==> src/rtl/slumber_pkg.sv <==
package slumber_pkg;
  typedef enum logic [1:0] {ST_RUN, ST_SLEEP, ST_RESTORE} slp_state_e;
  typedef enum logic {KIND_IRQ, KIND_EVT} slp_kind_e;
endpackage

==> src/rtl/slumber_qualify.sv <==
module slumber_qualify #(
  parameter int N_IRQ  = 8,
  parameter int PRIO_W = 3
) (
  input  logic [N_IRQ-1:0]        pend_i,
  input  logic [N_IRQ-1:0]        en_i,
  input  logic [N_IRQ*PRIO_W-1:0] prio_i,
  input  logic [PRIO_W-1:0]       cur_prio_i,
  output logic                    preempt_o
);
  logic [N_IRQ-1:0] hit;

  for (genvar i = 0; i < N_IRQ; i++) begin : g_irq
    // lower value is more urgent; must be strictly below current level
    assign hit[i] = pend_i[i] & en_i[i] & (prio_i[i*PRIO_W +: PRIO_W] < cur_prio_i);
  end

  assign preempt_o = |hit;
endmodule

==> src/rtl/slumber_event.sv <==
module slumber_event #(
  parameter int N_IRQ = 8
) (
  input  logic             clk_i,
  input  logic             rst_ni,
  input  logic [N_IRQ-1:0] pend_i,
  input  logic             arm_i,
  input  logic             consume_i,
  output logic             hit_o
);
  logic [N_IRQ-1:0] pend_q;
  logic             ev_q;
  logic             fresh;

  assign fresh = arm_i & |(pend_i & ~pend_q);
  assign hit_o = ev_q | fresh;

  always_ff @(posedge clk_i or negedge rst_ni) begin
    if (!rst_ni) begin
      pend_q <= '0;
      ev_q   <= 1'b0;
    end else begin
      pend_q <= pend_i;
      ev_q   <= consume_i ? 1'b0 : (ev_q | fresh);
    end
  end
endmodule

==> src/rtl/slumber_seq.sv <==
module slumber_seq
  import slumber_pkg::*;
#(
  parameter int RESTORE_CYC = 4
) (
  input  logic clk_i,
  input  logic rst_ni,
  input  logic wfi_i,
  input  logic wfe_i,
  input  logic exc_ret_i,
  input  logic soe_i,
  input  logic deep_i,
  input  logic irq_wake_i,
  input  logic entry_ok_i,
  input  logic evt_i,
  output logic consume_o,
  output logic run_o,
  output logic sleeping_o,
  output logic deep_o,
  output logic wake_o
);
  localparam int CW = $clog2(RESTORE_CYC + 1);

  slp_state_e     state_q, state_d;
  slp_kind_e      kind_q, kind_d;
  logic           deep_q, deep_d;
  logic           wake_q, wake_d;
  logic [CW-1:0]  cnt_q, cnt_d;
  logic           wake_now;

  assign wake_now = (kind_q == KIND_IRQ) ? irq_wake_i : (entry_ok_i | evt_i);

  always_comb begin
    state_d   = state_q;
    kind_d    = kind_q;
    deep_d    = deep_q;
    cnt_d     = cnt_q;
    wake_d    = 1'b0;
    consume_o = 1'b0;
    unique case (state_q)
      ST_RUN: begin
        if (wfi_i || (exc_ret_i && soe_i)) begin
          state_d = ST_SLEEP;
          kind_d  = KIND_IRQ;
          deep_d  = deep_i;
        end else if (wfe_i) begin
          if (evt_i) begin
            consume_o = 1'b1;
          end else begin
            state_d = ST_SLEEP;
            kind_d  = KIND_EVT;
            deep_d  = deep_i;
          end
        end
      end
      ST_SLEEP: begin
        if (wake_now) begin
          consume_o = (kind_q == KIND_EVT);
          if (deep_q) begin
            state_d = ST_RESTORE;
            cnt_d   = CW'(RESTORE_CYC);
          end else begin
            state_d = ST_RUN;
            deep_d  = 1'b0;
            wake_d  = 1'b1;
          end
        end
      end
      ST_RESTORE: begin
        if (cnt_q <= CW'(1)) begin
          state_d = ST_RUN;
          deep_d  = 1'b0;
          wake_d  = 1'b1;
          cnt_d   = '0;
        end else begin
          cnt_d = cnt_q - CW'(1);
        end
      end
      default: state_d = ST_RUN;
    endcase
  end

  always_ff @(posedge clk_i or negedge rst_ni) begin
    if (!rst_ni) begin
      state_q <= ST_RUN;
      kind_q  <= KIND_IRQ;
      deep_q  <= 1'b0;
      wake_q  <= 1'b0;
      cnt_q   <= '0;
    end else begin
      state_q <= state_d;
      kind_q  <= kind_d;
      deep_q  <= deep_d;
      wake_q  <= wake_d;
      cnt_q   <= cnt_d;
    end
  end

  assign run_o      = (state_q == ST_RUN);
  assign sleeping_o = !run_o;
  assign deep_o     = sleeping_o & deep_q;
  assign wake_o     = wake_q;
endmodule

==> src/rtl/slumber_ctrl.sv <==
module slumber_ctrl #(
  parameter int N_IRQ       = 8,
  parameter int PRIO_W      = 3,
  parameter int RESTORE_CYC = 4
) (
  input  logic                    clk_i,
  input  logic                    rst_ni,
  input  logic                    wfi_i,
  input  logic                    wfe_i,
  input  logic                    exc_ret_i,
  input  logic                    sleep_on_exit_i,
  input  logic                    send_ev_on_pend_i,
  input  logic                    deep_i,
  input  logic                    primask_i,
  input  logic                    faultmask_i,
  input  logic [N_IRQ-1:0]        irq_pend_i,
  input  logic [N_IRQ-1:0]        irq_en_i,
  input  logic [N_IRQ*PRIO_W-1:0] irq_prio_i,
  input  logic [PRIO_W-1:0]       cur_prio_i,
  output logic                    sleeping_o,
  output logic                    deep_o,
  output logic                    wic_en_o,
  output logic                    wake_o,
  output logic                    take_exc_o
);
  logic preempt, irq_wake, entry_ok, evt_hit, consume, run;

  slumber_qualify #(.N_IRQ(N_IRQ), .PRIO_W(PRIO_W)) u_qual (
    .pend_i     (irq_pend_i),
    .en_i       (irq_en_i),
    .prio_i     (irq_prio_i),
    .cur_prio_i (cur_prio_i),
    .preempt_o  (preempt)
  );

  slumber_event #(.N_IRQ(N_IRQ)) u_evt (
    .clk_i     (clk_i),
    .rst_ni    (rst_ni),
    .pend_i    (irq_pend_i),
    .arm_i     (send_ev_on_pend_i),
    .consume_i (consume),
    .hit_o     (evt_hit)
  );

  // interrupt-type sleep ignores primask; handler entry does not
  assign irq_wake = preempt & ~faultmask_i;
  assign entry_ok = irq_wake & ~primask_i;

  slumber_seq #(.RESTORE_CYC(RESTORE_CYC)) u_seq (
    .clk_i      (clk_i),
    .rst_ni     (rst_ni),
    .wfi_i      (wfi_i),
    .wfe_i      (wfe_i),
    .exc_ret_i  (exc_ret_i),
    .soe_i      (sleep_on_exit_i),
    .deep_i     (deep_i),
    .irq_wake_i (irq_wake),
    .entry_ok_i (entry_ok),
    .evt_i      (evt_hit),
    .consume_o  (consume),
    .run_o      (run),
    .sleeping_o (sleeping_o),
    .deep_o     (deep_o),
    .wake_o     (wake_o)
  );

  assign take_exc_o = run & entry_ok;
  assign wic_en_o   = sleeping_o & deep_i;
endmodule

==> config.mk <==
export PLATFORM = sky130hd
export DESIGN_NAME = slumber_ctrl
export DESIGN_NICKNAME = d
export VERILOG_FILES = /design/src/rtl/slumber_pkg.sv /design/src/rtl/slumber_qualify.sv /design/src/rtl/slumber_event.sv /design/src/rtl/slumber_seq.sv /design/src/rtl/slumber_ctrl.sv
export SDC_FILE = /design/constraint.sdc
export NUM_CORES = 1
export LEC_CHECK = 0
export BUFFER_PORTS_ARGS = -buffer_cell sky130_fd_sc_hd__buf_2
export CAP_MARGIN = 20
export CORE_ASPECT_RATIO = 2
export CORE_MARGIN = 2
export CORE_UTILIZATION = 50
export CTS_CLUSTER_DIAMETER = 60
export CTS_CLUSTER_SIZE = 10
export DETAILED_ROUTE_END_ITERATION = 12
export PLACE_DENSITY = 0.83
export SYNTH_ARGS = -nofsm -noshare
export SYNTH_HDL_FRONTEND = slang
export SYNTH_SLANG_ARGS = --single-unit
==> constraint.sdc <==
create_clock -name clk_i -period 2.9 [get_ports clk_i]
set_clock_uncertainty 0.1 [all_clocks]
set_input_delay 0.58 -clock clk_i [delete_from_list [all_inputs] [get_ports clk_i]]
set_output_delay 0.58 -clock clk_i [all_outputs]
set_load 0.01 [all_outputs]
==> results.json, run 1 <==
{
  "outcome": "finished, final reports clean",
  "io_pins": 58,
  "nets": 278,
  "rsz0062_at_grt": "false",
  "path_class": "in2out",
  "setup-violations-final": 0,
  "cp_cell_sequence": "buf_2, inv_1, ha_1, o21ai_0, o21ai_1, nand4_1, o21bai_1, nor3_1, buf_2",
  "grt_pass1_wl_um": 5400,
  "maxSlewViolCount": 0,
  "synth_top_area_cell": "dfrtp_1",
  "start_kind": "input pin",
  "fmax_mhz": 377,
  "slowest_delay_ns": 0.29,
  "dpl.hpwl_um": 2840,
  "place_congestion": 0.746,
  "ys_warn_count": 0,
  "overflow": 0,
  "nFillCells": 207,
  "yosys.area.top_type_share_pct": 31.5,
  "hold_viol": 0,
  "peakVddDrop_uv": 330,
  "p_leak_nw": 0.871,
  "antenna_found_initial": 0,
  "synthCells": 142,
  "ant_nets": 0,
  "rows": 26,
  "ys_seq_elements": 17,
  "post-route-drc-count": 0,
  "coreArea_um2": 2570,
  "cts_resized": 0,
  "holdCritPathClass": "in2async",
  "grt_max_degree": 18,
  "die_y_um": 77.5,
  "htreeDepth": 1,
  "grt_pass1_vias": 1413,
  "drt_wl_total_um": 3270,
  "utilization_pct": 66.6,
  "ys_seq_area_share_pct": 31.5,
  "r2r-end": "u_seq.deep_q",
  "clkTransAtPathRegs_ns": 0.07,
  "viasPerCell": 5.71,
  "crit_fanout": 8,
  "crit_path_end": "take_exc_o",
  "cp-end-kind": "output pin",
  "start_util_pct": 52.5,
  "maxCapViolCount": 0,
  "r2r_start": "u_seq.cnt_q[1]",
  "clk_latency_ns": 0.25,
  "post_cts_buffers": 0,
  "clock-sinks": 17,
  "cts_hold_buf": 0,
  "worstPathRequired_ns": 2.22,
  "vias": 1313,
  "powerDensity_nw_per_um2": 625,
  "syn_area_um2": 1350,
  "drive_gt1_share_pct": 32.7,
  "avgSynthCellArea_um2": 9.50,
  "cts_tree": "yes",
  "cts_buffers": 3,
  "syn-num-nets": 217,
  "period_needed_ns": 2.65,
  "cp_slowest_cell": "ha_1",
  "post-route-period-util_pct": 91.4,
  "post_drt_wl_per_cell_um": 14.2,
  "io_buffers": 57,
  "synth.distinct_cells": 34,
  "r2r_cells": 8,
  "grt_usage_pct": 24.2,
  "crit_path_start": "cur_prio_i[1]",
  "setup_tns_ns": 0,
  "r2r_slack_ns": 0.88,
  "syn2layout_area_growth_pct": 26.8,
  "slew_headroom_pct": 73.7,
  "crit_arrival_ns": 1.97,
  "die_w_um": 40.7,
  "drt_iter0_drc": 8,
  "cpMostUsedCell": "buf_2",
  "cts_buffer_depth": 2,
  "worst_pin_slew_ns": 0.395,
  "diodes": 0,
  "die_area_um2": 3150,
  "first_pass_iters": 5,
  "root_buffer": "clkbuf_8",
  "synth_area_leaders": "dfrtp_1 32%, ha_1 20%, and3b_1 5.2%"
}
[per-stage QoR]
stage / setup WS, ns / cells / cell area (um2) / total power, mW / hold WS (ns)
floorplan: 0.565 / 142 / 1350 / 0.725 / 0.184
CTS: 0.242 / 230 / 1710 / 1.07 / 0.146
global route: 0.109 / 230 / 1710 / 1.15 / 0.163
finish: 0.250 / 230 / 1710 / 1.07 / 0.141
global placement: 0.332 / 226 / 1670 / 0.865 / 0.415
detailed placement: 0.244 / 226 / 1670 / 0.894 / 0.422
[critical path, delay by kind of cell]
family | cells | cell delay, ns
and+or+nand+nor | 2 | 0.30
adders and majority gates | 1 | 0.29
buffers and inverters | 3 | 0.48
AOI/OAI and AO/OA | 3 | 0.33
[layout by cell type, fill, tap and decap left out]
master,n
buf_2,57
ha_1,22
dfrtp_1,17
inv_1,11
o21ai_0,10
o21ai_1,10
nor2_1,9
nor3b_1,8
and3b_1,8
nand2b_1,6
nand4_1,4
a21oi_1,4
nor2b_1,3
a31oi_1,3
nand2_1,3
clkbuf_8,3
o2111ai_1,2
o21a_1,2
nor3_1,2
mux2_4,2
o21ai_2,1
and2_1,1
nand3b_1,1
o21ba_2,1
nand3_1,1
a32o_1,1
o21bai_1,1
nor3b_2,1
o32ai_1,1
mux2i_1,1
a31oi_2,1
a211oi_1,1
a221oi_1,1
a311oi_1,1
mux2_1,1
clkbuf_1,1
[area by class of cell]
class                           instances  area, um2  area share (%)
Multi-Input combinational cell        113        878            51.4
Clock buffer                            4       45.0            2.63
Sequential cell                        17        425            24.9
Tap cell                               28       35.0            2.05
Inverter                               11       41.3            2.41
Timing Repair Buffer                   57        285            16.7
[metal layers]
metal	wire, um	track usage (%)	part of all wire [%]
met2	1920	45.4	59
met5	0	0	0
met3	136	3.43	4.2
met4	106	11.7	3.2
met1	1110	21.8	34
[cell usage after synthesis]
cell type,count
and2_1,1
dfrtp_1,17
clkbuf_1,1
nand4_1,4
o2111ai_1,2
nor2b_1,3
inv_1,11
nor2_1,9
a311oi_1,1
mux2_4,2
o21bai_1,1
o21ba_2,1
nor3_1,2
nand2_1,3
mux2i_1,1
mux2_1,1
ha_1,22
a211oi_1,1
nand2b_1,6
o21ai_1,10
o21a_1,2
o32ai_1,1
a221oi_1,1
a31oi_2,1
and3b_1,8
a32o_1,1
nand3_1,1
nand3b_1,1
a31oi_1,3
nor3b_1,8
o21ai_2,1
nor3b_2,1
o21ai_0,10
a21oi_1,4
[worst min-delay path by stage]
stage | depth (start not counted) | startpoint | slack (ns) | to
final | 1 | rst_ni | 0.14 | u_seq.deep_q
after global routing | 1 | rst_ni | 0.16 | u_seq.wake_o
after CTS | 1 | rst_ni | 0.15 | u_seq.wake_o
after detailed placement | 1 | rst_ni | 0.42 | u_seq.wake_o
after global placement | 1 | rst_ni | 0.42 | u_seq.wake_o
after floorplan | 0 | rst_ni | 0.18 | u_evt.ev_q
[where the power goes]
part	total (mW)	leakage, nW	switching, mW	internal [mW]
clock network	0.175	0.0228	0.0780	0.0975
logic	0.541	0.641	0.304	0.237
registers	0.352	0.207	0.0560	0.296
total	1.07	0.871	0.438	0.631
[state kept, by name, summed over array words and instances, names as in the netlist]
signal / flops
u_seq.state_q: 2
u_seq.cnt_q: 3
u_seq.deep_q: 1
u_seq.wake_o: 1
u_evt.pend_q: 8
u_seq.kind_q: 1
u_evt.ev_q: 1
[cell families after synthesis]
logic type,share of synthesized area (%)
simple gates,22.1
compound gates,18.8
fa+ha+maj,20.4
flops,31.5
buf+inv,3.34
mux,3.80
Note: power is estimated with default switching activity, not from simulation.
==> inputs of run 2 (changes only) <==
- PLACE_DENSITY: 0.83 -> 0.86
- clock period: 2.9 -> 3.3 ns (I/O delays scaled with it)
==> run 2 against run 1 <==
Net effect: global-route usage grew 0.54 points; register-to-register slack gained 0.33 ns; via count increased by 2.9%; core utilization stayed put; critical endpoint unchanged; power fell by 11%; final cell count unchanged; largest power group unchanged; worst hold slack improved by 0.083 ns; sequential share of layout area stayed put; highest routed layer unchanged; critical path depth stayed put; final area unchanged; sequential cell count unchanged; first-iteration DRC count up 110%.
==> results.json, run 2 (synthesized netlist as in run 1, its figures left out) <==
{
  "clk_latency_ns": 0.25,
  "htreeDepth": 1,
  "holdCritPathClass": "in2async",
  "place_congestion": 0.748,
  "die_area_um2": 3150,
  "r2r-end": "u_seq.deep_q",
  "wl_met2_um": 1880,
  "first_pass_iters": 5,
  "internal_power_mw": 0.555,
  "cts_buffers": 3,
  "reg_top3": "u_evt.pend_q x8, u_seq.cnt_q x3, u_seq.state_q x2",
  "path_class": "in2out",
  "clkPwrFrac_pct": 16.2,
  "crit_path_end": "take_exc_o",
  "cts_buffer_depth": 2,
  "clkTransAtPathRegs_ns": 0.06,
  "cts_tree": "yes",
  "grt_max_degree": 18,
  "crit_arrival_ns": 2.01,
  "post-route-drc-count": 0,
  "largest_register_ffs": 8,
  "dpl.hpwl_um": 2830,
  "maxCapViolCount": 0,
  "diodes": 0,
  "p_seq_share_pct": 33.3,
  "vias": 1351,
  "p_sw_share_pct": 41.4,
  "clock-sinks": 17,
  "cp.depth": 9,
  "utilization_pct": 66.6,
  "drt_iter0_drc": 17,
  "p_leak_nw": 0.871,
  "drt_wl_total_um": 3360,
  "post-route-period-util_pct": 83.9,
  "cp_slowest_cell": "ha_1",
  "die_w_um": 40.7,
  "syn2layout_area_growth_pct": 26.8,
  "p_sw_mw": 0.392,
  "io_pins": 58,
  "r2r_cells": 8,
  "slowest_delay_ns": 0.29,
  "top_register": "u_evt.pend_q",
  "start_kind": "input pin",
  "r2r_slack_ns": 1.21,
  "final_cell_mix": "57 x buf_2, 22 x ha_1, 17 x dfrtp_1",
  "cts_hold_buf": 0,
  "slew_headroom_pct": 74.0,
  "drive_gt1_share_pct": 32.7,
  "combinationalPowerShare_pct": 50.6,
  "pre_cts_ws_ns": 0.518,
  "root_buffer": "clkbuf_8",
  "numPlacedInstances": 226,
  "hold_viol": 0,
  "worstPathRequired_ns": 2.54,
  "rsz0062_at_grt": "false",
  "worst_pin_slew_ns": 0.389,
  "cp_num_buf_inv": 3,
  "maxSlewViolCount": 0,
  "coreArea_um2": 2570,
  "dr.max_layer_used": "met4",
  "overflow": 0,
  "wl_met1_um": 1190,
  "powerDensity_nw_per_um2": 554,
  "setup-violations-final": 0,
  "peakVddDrop_uv": 358,
  "rows": 26,
  "grt_usage_pct": 24.7,
  "total_power_mw": 0.947,
  "antenna_found_initial": 0,
  "fmax_mhz": 361,
  "die_y_um": 77.5,
  "cts_resized": 0,
  "grt_pass1_vias": 1396,
  "outcome": "finished, final reports clean",
  "setup_ws_ns": 0.530,
  "setup_tns_ns": 0,
  "r2r_start": "u_seq.cnt_q[1]",
  "post_drt_wl_per_cell_um": 14.6,
  "cp_cell_sequence": "buf_2, inv_1, ha_1, o21ai_0, o21ai_1, nand4_1, o21bai_1, nor3_1, buf_2",
  "final_common_cell": "buf_2",
  "post_cts_buffers": 0,
  "nets": 278,
  "viasPerCell": 5.87,
  "start_util_pct": 52.5,
  "crit_family": "buffers and inverters",
  "io_buffers": 57,
  "period_needed_ns": 2.77,
  "crit_path_start": "cur_prio_i[1]",
  "fin_cells": 230,
  "grt_pass1_wl_um": 5570,
  "crit_fanout": 8,
  "cp-end-kind": "output pin",
  "met3WireLength_um": 181,
  "cpMostUsedCell": "buf_2",
  "ant_nets": 0
}
## run 2: cell counts in the layout (fill, tap and decap cells not counted)
No cell type changed its count.
## run 2: how the worst min path moves through the flow
| stage | cells past startpoint | end | start | slack (ns) |
|---|---|---|---|---|
| floorplan | 0 | u_evt.ev_q | rst_ni | 0.26 |
| global placement | 1 | u_seq.cnt_q[1] | u_seq.cnt_q[1] | 0.42 |
| detailed placement | 1 | u_seq.cnt_q[1] | u_seq.cnt_q[1] | 0.45 |
| CTS | 1 | u_seq.cnt_q[2] | rst_ni | 0.23 |
| global route | 1 | u_seq.cnt_q[2] | rst_ni | 0.24 |
| finish | 1 | u_seq.wake_o | rst_ni | 0.22 |
## run 2: worst register-to-register path, delay by kind of cell (launching register included)
kind	cells	cell delay [ns]
buffers and inverters	1	0.08
flip-flops	1	0.40
adder cells (fa/ha/maj)	1	0.13
AO/OA/AOI/OAI	3	0.50
AND/OR/NAND/NOR	2	0.41
multiplexers	1	0.36
## run 2: power by group through the flow
stage / Combinational [mW] / Clock (mW) / Sequential, mW
finish: 0.479 / 0.153 / 0.315
global route: 0.529 / 0.167 / 0.324
CTS: 0.477 / 0.157 / 0.314
detailed placement: 0.474 / 0 / 0.316
global placement: 0.454 / 0 / 0.311
floorplan: 0.334 / 0 / 0.303
## run 2: per-layer routing
metal  track usage (%)  vias to the layer above
met5                 0                        -
met1              23.5                      627
met3              4.00                       11
li1                  -                      647
met4              11.0                        0
met2              45.6                       66
## run 2: through the flow
| stage | hold WS [ns] | area, um2 |
|---|---|---|
| after floorplan | 0.264 | 1350 |
| after global placement | 0.424 | 1670 |
| after detailed placement | 0.447 | 1670 |
| after CTS | 0.231 | 1710 |
| after global routing | 0.240 | 1710 |
| final | 0.224 | 1710 |
## run 2: area by class of cell
class                   instances  area, um2
flip-flops and latches         17        425
clock buffers                   4       45.0
multi-input cells             113        878
fillers                       207        860
well taps                      28       35.0
repair buffers                 57        285
inverters                      11       41.3
==> inputs of run 3 (changes only) <==
- CORE_UTILIZATION: 50 -> 47
- PLACE_DENSITY: 0.86 -> 0.82
- clock period: 3.3 -> 2.8 ns (I/O delays scaled with it)
==> run 3 against run 2 <==
Net effect: power is 17% higher; setup slack worse by 0.27 ns; global-route usage down 3.8 points; combinational power grew 16%; core utilization is 4.0 points lower; first-iteration DRC count decreased by 24%; non-clock buffer count did not move; final cell count grew 0.43%; wire length down 3.4%; critical path depth is the same; worst hold slack got worse by 0.10 ns; critical path type unchanged; critical endpoint unchanged.
==> results.json, run 3 (synthesized netlist as in run 1, its figures left out) <==
{
  "outcome": "finished, final reports clean",
  "peakVddDrop_uv": 442,
  "hold_viol": 0,
  "crit_fanout": 8,
  "grt_usage_pct": 21.0,
  "setup-violations-final": 0,
  "drive_gt1_share_pct": 32.7,
  "cts_buffers": 3,
  "period_needed_ns": 2.54,
  "antenna_found_initial": 0,
  "r2r_cells": 8,
  "grt_max_degree": 18,
  "rows": 27,
  "die_area_um2": 3340,
  "r2r-end": "u_seq.deep_q",
  "r2r_start": "u_seq.cnt_q[1]",
  "post-route-period-util_pct": 90.7,
  "htreeDepth": 1,
  "cts_buffer_depth": 2,
  "r2r_slack_ns": 0.82,
  "nets": 278,
  "post_drt_wl_per_cell_um": 14.0,
  "p_sw_share_pct": 40.8,
  "dpl.hpwl_um": 2800,
  "root_buffer": "clkbuf_8",
  "clock-sinks": 17,
  "top_register": "u_evt.pend_q",
  "first_pass_iters": 4,
  "p_seq_share_pct": 33.5,
  "utilization_pct": 62.6,
  "maxCapViolCount": 0,
  "clk_latency_ns": 0.25,
  "p_leak_nw": 0.871,
  "io_buffers": 57,
  "clkTransAtPathRegs_ns": 0.07,
  "p_sw_mw": 0.450,
  "nFillCells": 251,
  "internal_power_mw": 0.654,
  "worstPathRequired_ns": 2.14,
  "holdWs_ns": 0.120,
  "final_common_cell": "buf_2",
  "drt_wl_total_um": 3250,
  "start_util_pct": 49.3,
  "rsz0062_at_grt": "false",
  "die_w_um": 41.9,
  "place_congestion": 0.838,
  "viasPerCell": 5.61,
  "path_class": "in2out",
  "grt_pass1_vias": 1260,
  "coreArea_um2": 2740,
  "cts_tree": "yes",
  "reg_top3": "u_evt.pend_q x8, u_seq.cnt_q x3, u_seq.state_q x2",
  "setup_tns_ns": 0,
  "syn2layout_area_growth_pct": 26.9,
  "diodes": 0,
  "holdCritPathClass": "in2async",
  "fmax_mhz": 394,
  "ant_nets": 0,
  "post-route-cell-area_um2": 1710,
  "cts_hold_buf": 0,
  "powerDensity_nw_per_um2": 645,
  "combinationalPowerShare_pct": 50.2,
  "vias": 1297,
  "clkPwrFrac_pct": 16.4,
  "start_kind": "input pin",
  "overflow": 0,
  "post_cts_buffers": 0,
  "cts_resized": 0,
  "largest_register_ffs": 8,
  "post-route-drc-count": 0,
  "cp-end-kind": "output pin",
  "io_pins": 58,
  "worst_pin_slew_ns": 0.377,
  "maxSlewViolCount": 0,
  "dpl-instance-area_um2": 1670,
  "slew_headroom_pct": 74.9,
  "final_cell_mix": "57 x buf_2, 22 x ha_1, 17 x dfrtp_1",
  "die_y_um": 79.8,
  "grt_pass1_wl_um": 5460,
  "drt_iter0_drc": 13,
  "crit_arrival_ns": 1.88
}
==> run 3: cell counts in the layout (fill, tap and decap cells not counted) <==
Identical to the previous run, type by type.
==> run 3: how the worst max path moves through the flow <==
stage,start,end,slack (ns),depth (start not counted)
floorplan,cur_prio_i[1],take_exc_o,0.51,7
global placement,cur_prio_i[1],take_exc_o,0.26,9
detailed placement,cur_prio_i[1],take_exc_o,0.25,9
CTS,cur_prio_i[1],take_exc_o,0.24,9
global route,cur_prio_i[1],take_exc_o,0.11,9
finish,cur_prio_i[1],take_exc_o,0.26,9
==> run 3: power groups by stage <==
| stage | Combinational [mW] | Clock (mW) | Sequential, mW |
|---|---|---|---|
| floorplan | 0.393 | 0 | 0.358 |
| finish | 0.554 | 0.181 | 0.369 |
| global placement | 0.539 | 0 | 0.369 |
| global route | 0.614 | 0.196 | 0.379 |
| detailed placement | 0.553 | 0 | 0.374 |
| CTS | 0.555 | 0.181 | 0.368 |
==> run 3: stage by stage <==
stage / setup slack, ns / cells / power [mW]
final: 0.259 / 231 / 1.10
after global routing: 0.114 / 231 / 1.19
after CTS: 0.240 / 231 / 1.10
after detailed placement: 0.245 / 227 / 0.927
after global placement: 0.263 / 227 / 0.909
after floorplan: 0.505 / 142 / 0.751
==> run 3: critical path, cell delays in order <==
cell      delay, ns
buf_2          0.10
inv_1          0.20
ha_1           0.29
o21ai_0        0.16
o21ai_1        0.10
nand4_1        0.13
o21bai_1       0.09
nor3_1         0.12
buf_2          0.15
==> run 3: final cells by class <==
type                       count  area, um2  area share (%)
sequential                    17        425            24.9
timing repair buffer          57        285            16.7
clock buffer                   4       45.0            2.63
tap                           29       36.3            2.12
multi-input combinational    113        878            51.3
inverter                      11       41.3            2.41
==> run 3: routing by layer <==
metal  global-route usage, %  vias to the layer above  share of wire [%]
met1                    22.7                      587                 37
met2                    41.1                       56                 56
met5                       0                        -                  0
met4                    3.87                        0                1.0
li1                        -                      648                  -
met3                    3.62                        6                6.0
